===== src/rtl/csa_pkg.sv =====
package csa_pkg;

    // Candidate outputs of one bit position, one pair for each value of the incoming carry.
    typedef struct packed {
        logic sum_c0;    // sum bit if incoming carry is 0
        logic sum_c1;    // sum bit if incoming carry is 1
        logic carry_c0;  // outgoing carry if incoming carry is 0
        logic carry_c1;  // outgoing carry if incoming carry is 1
    } cand_t;

endpackage


===== src/rtl/csa_bit_terms.sv =====
module csa_bit_terms
    import csa_pkg::*;
(
    input  logic  a_bit,
    input  logic  b_bit,
    output cand_t cand
);

    logic x_term;
    logic and_term;
    logic or_term;

    // One shared term set feeds all four candidates.
    always_comb begin
        x_term        = a_bit ^ b_bit;
        and_term      = a_bit & b_bit;
        or_term       = a_bit | b_bit;
        cand.sum_c0   = x_term;
        cand.sum_c1   = ~x_term;
        cand.carry_c0 = and_term;
        cand.carry_c1 = or_term;
    end

endmodule


===== src/rtl/csa_term_array.sv =====
module csa_term_array
    import csa_pkg::*;
#(
    parameter int WIDTH = 16
) (
    input  logic [WIDTH-1:0] a_vec,
    input  logic [WIDTH-1:0] b_vec,
    output cand_t [WIDTH-1:0] cand_vec
);

    // All positions form their candidates in parallel.
    for (genvar gi = 0; gi < WIDTH; gi++) begin : g_bit
        csa_bit_terms u_terms (
            .a_bit (a_vec[gi]),
            .b_bit (b_vec[gi]),
            .cand  (cand_vec[gi])
        );
    end

endmodule


===== src/rtl/csa_select_chain.sv =====
module csa_select_chain
    import csa_pkg::*;
#(
    parameter int WIDTH = 16,
    localparam int CW   = WIDTH + 1
) (
    input  cand_t [WIDTH-1:0] cand_vec,
    input  logic              carry_in,
    output logic [WIDTH-1:0]  sum_vec,
    output logic [CW-1:0]     carry_vec
);

    assign carry_vec[0] = carry_in;

    // Incoming carry selects both muxes; the selected carry steers the next bit.
    for (genvar gi = 0; gi < WIDTH; gi++) begin : g_mux
        always_comb begin
            sum_vec[gi]      = carry_vec[gi] ? cand_vec[gi].sum_c1   : cand_vec[gi].sum_c0;
            carry_vec[gi+1]  = carry_vec[gi] ? cand_vec[gi].carry_c1 : cand_vec[gi].carry_c0;
        end
    end

endmodule


===== src/rtl/csel_adder.sv =====
module csel_adder
    import csa_pkg::*;
#(
    parameter int WIDTH   = 16,
    parameter bit REG_OUT = 1'b1
) (
    input  logic             clk,
    input  logic             rst,
    input  logic [WIDTH-1:0] a_i,
    input  logic [WIDTH-1:0] b_i,
    input  logic             cin_i,
    output logic [WIDTH-1:0] sum_o,
    output logic             cout_o
);

    localparam int CW = WIDTH + 1;

    cand_t [WIDTH-1:0] cand_w;
    logic  [WIDTH-1:0] sum_w;
    logic  [CW-1:0]    carry_w;

    csa_term_array #(.WIDTH(WIDTH)) u_terms (
        .a_vec    (a_i),
        .b_vec    (b_i),
        .cand_vec (cand_w)
    );

    csa_select_chain #(.WIDTH(WIDTH)) u_chain (
        .cand_vec  (cand_w),
        .carry_in  (cin_i),
        .sum_vec   (sum_w),
        .carry_vec (carry_w)
    );

    if (REG_OUT) begin : g_reg
        typedef struct packed {
            logic [WIDTH-1:0] sum;
            logic             cout;
        } out_t;

        out_t out_d;
        out_t out_q;

        always_comb begin
            out_d = out_q;
            if (rst) begin
                out_d = '0;
            end else begin
                out_d.sum  = sum_w;
                out_d.cout = carry_w[WIDTH];
            end
        end

        always_ff @(posedge clk) begin
            out_q <= out_d;
        end

        assign sum_o  = out_q.sum;
        assign cout_o = out_q.cout;
    end else begin : g_comb
        logic unused_clk_rst;
        assign unused_clk_rst = clk ^ rst;
        assign sum_o  = sum_w;
        assign cout_o = carry_w[WIDTH];
    end

endmodule


===== config.mk =====
export PLATFORM = sky130hd
export DESIGN_NAME = csel_adder
export DESIGN_NICKNAME = d
export VERILOG_FILES = /design/src/rtl/csa_pkg.sv /design/src/rtl/csa_bit_terms.sv /design/src/rtl/csa_term_array.sv /design/src/rtl/csa_select_chain.sv /design/src/rtl/csel_adder.sv
export SDC_FILE = /design/constraint.sdc
export NUM_CORES = 1
export LEC_CHECK = 0
export BUFFER_PORTS_ARGS = -buffer_cell sky130_fd_sc_hd__clkbuf_2
export CORE_UTILIZATION = 43
export CTS_CLUSTER_DIAMETER = 30
export DETAILED_ROUTE_END_ITERATION = 6
export GPL_ROUTABILITY_DRIVEN = 0
export PLACE_DENSITY_LB_ADDON = 0.2
export RECOVER_POWER = 100
export SLEW_MARGIN = 20
export SYNTH_ARGS = -nofsm -noshare
export SYNTH_HDL_FRONTEND = slang
export SYNTH_HIERARCHICAL = 1
export SYNTH_SLANG_ARGS = --single-unit
export TNS_END_PERCENT = 50

===== constraint.sdc =====
create_clock -name clk -period 3.38 [get_ports clk]
set_clock_uncertainty 0.05 [all_clocks]
set_input_delay 0.507 -clock clk [delete_from_list [all_inputs] [get_ports clk]]
set_output_delay 0.507 -clock clk [all_outputs]
set_load 0.02 [all_outputs]

# --- Yosys cells after proc, flatten, opt, wreduce, memory -nomap -nowiden ---
# Index checks and enable logic that the tools add are counted.
totals:
  register_bits: 17
  in_bits: 35
  output_inout_bits: 17
classes:
  muxes: 32
  bitwise: 64
ops:
  columns: ["op", "n"]
  rows:
  - ["1-bit two-way mux", 32]
  - ["1-bit bitwise AND", 16]
  - ["1-bit NOT", 16]
  - ["1-bit OR", 16]
  - ["1-bit bitwise XOR", 16]

# --- Logic depth before layout (Yosys ltp) ---
logic_depth:
  depth_word: 17
  ltp_mapped: 15
  mapped_depth_nobuf: 14

# --- By module ---
# The synthesis kept the hierarchy.
modules_own_cells:
  columns: ["module", "instances", "cells_each", "area_each_um2"]
  rows:
  - ["csa_bit_terms", 16, 9, 62.6]
  - ["csa_select_chain", 1, 110, 844.6]
  - ["csel_adder", 1, 35, 475.5]

# --- Least setup slack after synthesis ---
# OpenSTA, ideal clock, no wires.
synth_timing:
  path_kind: "input port to flip-flop"
  from: "input a_i[6]"
  to: "register g_reg.out_q, in the netlist sum_o[13]"
  setup_ns: 0.116
  arrival_time_ns: 3.031
  required_ns: 3.214
  setup_slack_ns: 0.183
  stages: 14
  path_cell_list: "inv_1 -> ha_1 -> inv_1 -> buf_4 -> mux2i_1 -> mux2i_1 -> a21oi_1 -> or4_1 -> a221oi_1 -> nor2_1 -> nand2_1 -> mux2i_1 -> mux2_1 -> and2b_2"
synth_via:
  elab_chain_cells: 9
  elab_cells_between_ends: 10
  cone_classes: "8 x mux; 2 x bitwise"
synth_rtl:
  columns: ["element", "line", "text"]
  rows:
  - ["start, declared", "csel_adder.sv:9", "input logic [WIDTH-1:0] a_i,"]
  - ["1-bit OR", "csa_bit_terms.sv:17", "or_term = a_bit | b_bit;"]
  - ["via u_terms.g_bit[6].u_terms.or_term", "csa_bit_terms.sv:11", "logic or_term;"]
  - ["1-bit two-way mux (6 in series)", "csa_select_chain.sv:19", "carry_vec[gi+1] = carry_vec[gi] ? cand_vec[gi].carry_c1 : cand_vec[gi].carry_c0;"]
  - ["via carry_w[12]", "csel_adder.sv:20", "logic [CW-1:0] carry_w;"]
  - ["1-bit two-way mux", "csa_select_chain.sv:19", null]
  - ["1-bit two-way mux", "csa_select_chain.sv:18", "sum_vec[gi] = carry_vec[gi] ? cand_vec[gi].sum_c1 : cand_vec[gi].sum_c0;"]
  - ["via sum_w[13]", "csel_adder.sv:19", "logic [WIDTH-1:0] sum_w;"]
  - ["end signal, assigned", "csel_adder.sv:55", "out_q <= out_d;"]
  - ["end, declared", "csel_adder.sv:42", "out_t out_q;"]
# The timed path passes the listed nets, and every way through them passes these cells.
# A chain may end at the register's enable or synchronous reset.

==> flow_summary_export.csv <==
group,metric,value,unit
routing,via_count,1576,
global_route,grt_pass1_wl,5780,um
final_layout,final_core_util,0.449,
clock_network,clkTransAtPathRegs,0.08,ns
clock_network,htreeDepth,1,
power_and_ir_drop,leakage,1.26,nW
clock_network,cts_setup_buffers,0,
timing,fmax,322,MHz
global_route,grt_util_all_layers,0.130,
hold_path,hold_path.class,"primary input to flop",
final_layout,syn_to_final_growth,0.770,%
die,fp.dieH,74.8,um
routing,wl_per_cell,9.27,um
placed_design,port_buffers,51,
die,start_util,0.446,
worst_setup_path,cp_max_fo,5,
worst_setup_path,worstPathArrival,3.22,ns
timing,slew_headroom,0.779,
outcome,run_status,"complete, no violations",
yosys,synth_area_per_cell,8.13,sq um
power_and_ir_drop,power_density,311,nW/um^2
clock_network,root_buffer,"clkbuf_8",
timing,period_minus_slack,3.10,ns
final_layout,drive_gt1_frac,0.228,
final_layout,nets,358,
final_layout,layout_commonest_cell,"inv_1",
timing,setup-violations-final,0,
routing,via_per_inst,4.38,
final_layout,num_antenna_cells,0,
timing,drv_slew,0,
routing,first_pass_iters,4,
routing,routed_wl,3340,um
routing,ant_nets,0,
clock_network,ctsHoldBuffers,0,
worst_setup_path,critPathLaunchType,"primary input",
worst_setup_path,path_class,"primary input to flop",
global_route,grt_max_degree,18,
clock_network,cts_tree,"done",
clock_network,cts_resized,0,
yosys,syn-cell-area,2280,sq um
power_and_ir_drop,peakVddDrop,0.151,mV
clock_network,cts_made_buffers,3,
timing,hold_viol,0,
die,io_pins,52,
worst_setup_path,cp-end-kind,"flop",
global_route,grt_overflow,0,
timing,setup_ws,0.275,ns
die,dieArea,5590,sq um
final_layout,finish.instance_area,2290,sq um
routing,drt_iter0_drc,37,
placed_design,dp_slack,-0.0206,ns
placed_design,dpl_cell_area,2280,sq um
clock_network,clock_sinks,17,
yosys,yosysWarnings,6,
yosys,syn_inst,280,
routing,drc,0,
timing,min_period_over_period,0.919,
final_layout,final_cell_mix,"inv_1, clkbuf_2, ha_1",
placed_design,hpwl,2780,um
run,maxCapViolations,0,
global_route,antenna_found_initial,0,
timing,rsz0062_at_grt,"no",
die,core,5110,sq um
global_route,grt_pass1_vias,1497,
die,fp.dieW,74.8,um
clock_network,clock_path_buffers,2,
timing,tightest_slew,0.331,ns
die,rows,26,
worst_setup_path,cp.required,3.49,ns
yosys,syn_nets,347,
-- final timing paths --
path	to	slack, ns	depth (start not counted)	start
setup / recovery	cout_o$_SDFF_PP0_	0.28	12	a_i[5]
hold / removal	sum_o[14]$_SDFF_PP0_	0.60	2	rst
-- registers in the layout (all words and copies together), names as in the netlist --
signal	cells
cout_o	1
sum_o	16
-- metrics by stage --
stage | std cells | hold WS, ns | setup TNS (ns) | power (mW)
floorplan | 280 | 0.648 | 0 | 0.530
global placement | 356 | 0.873 | 0 | 0.565
detailed placement | 356 | 0.872 | -0.0591 | 0.566
CTS | 360 | 0.619 | 0 | 0.735
global route | 360 | 0.648 | 0 | 0.774
finish | 360 | 0.601 | 0 | 0.713
-- where the power goes --
| part | switching [mW] | internal [mW] | total (mW) |
|---|---|---|---|
| sequential | 0.00651 | 0.226 | 0.232 |
| combinational | 0.167 | 0.150 | 0.318 |
| clock | 0.0803 | 0.0821 | 0.162 |
| total | 0.254 | 0.458 | 0.713 |
-- per-layer routing --
metal / up-vias / wire [um] / global-route usage
li1: 857 / - / -
met1: 674 / 1670 / 0.157
met2: 40 / 1490 / 0.230
met3: 5 / 136 / 0.0214
met4: 0 / 42 / 0.0503
met5: - / 0 / 0
-- worst max-delay path, cell delays in order --
cell	delay, ns
clkbuf_2	0.09
ha_1	0.19
mux2i_1	0.22
mux2i_1	0.29
a21oi_1	0.12
or4_1	0.48
a221oi_1	0.34
nor2_1	0.13
a22oi_2	0.23
nor2_2	0.09
a311o_1	0.35
and2b_2	0.18
-- cell type report --
class	count	area (sq um)
multi-input cells	145	1310
flip-flops and latches	17	340
clock buffers	3	41.3
well taps	70	87.6
fillers	556	2810
repair buffers	55	255
clock inverters	1	5.00
inverters	69	259
Power figures use the tool's default switching activity.
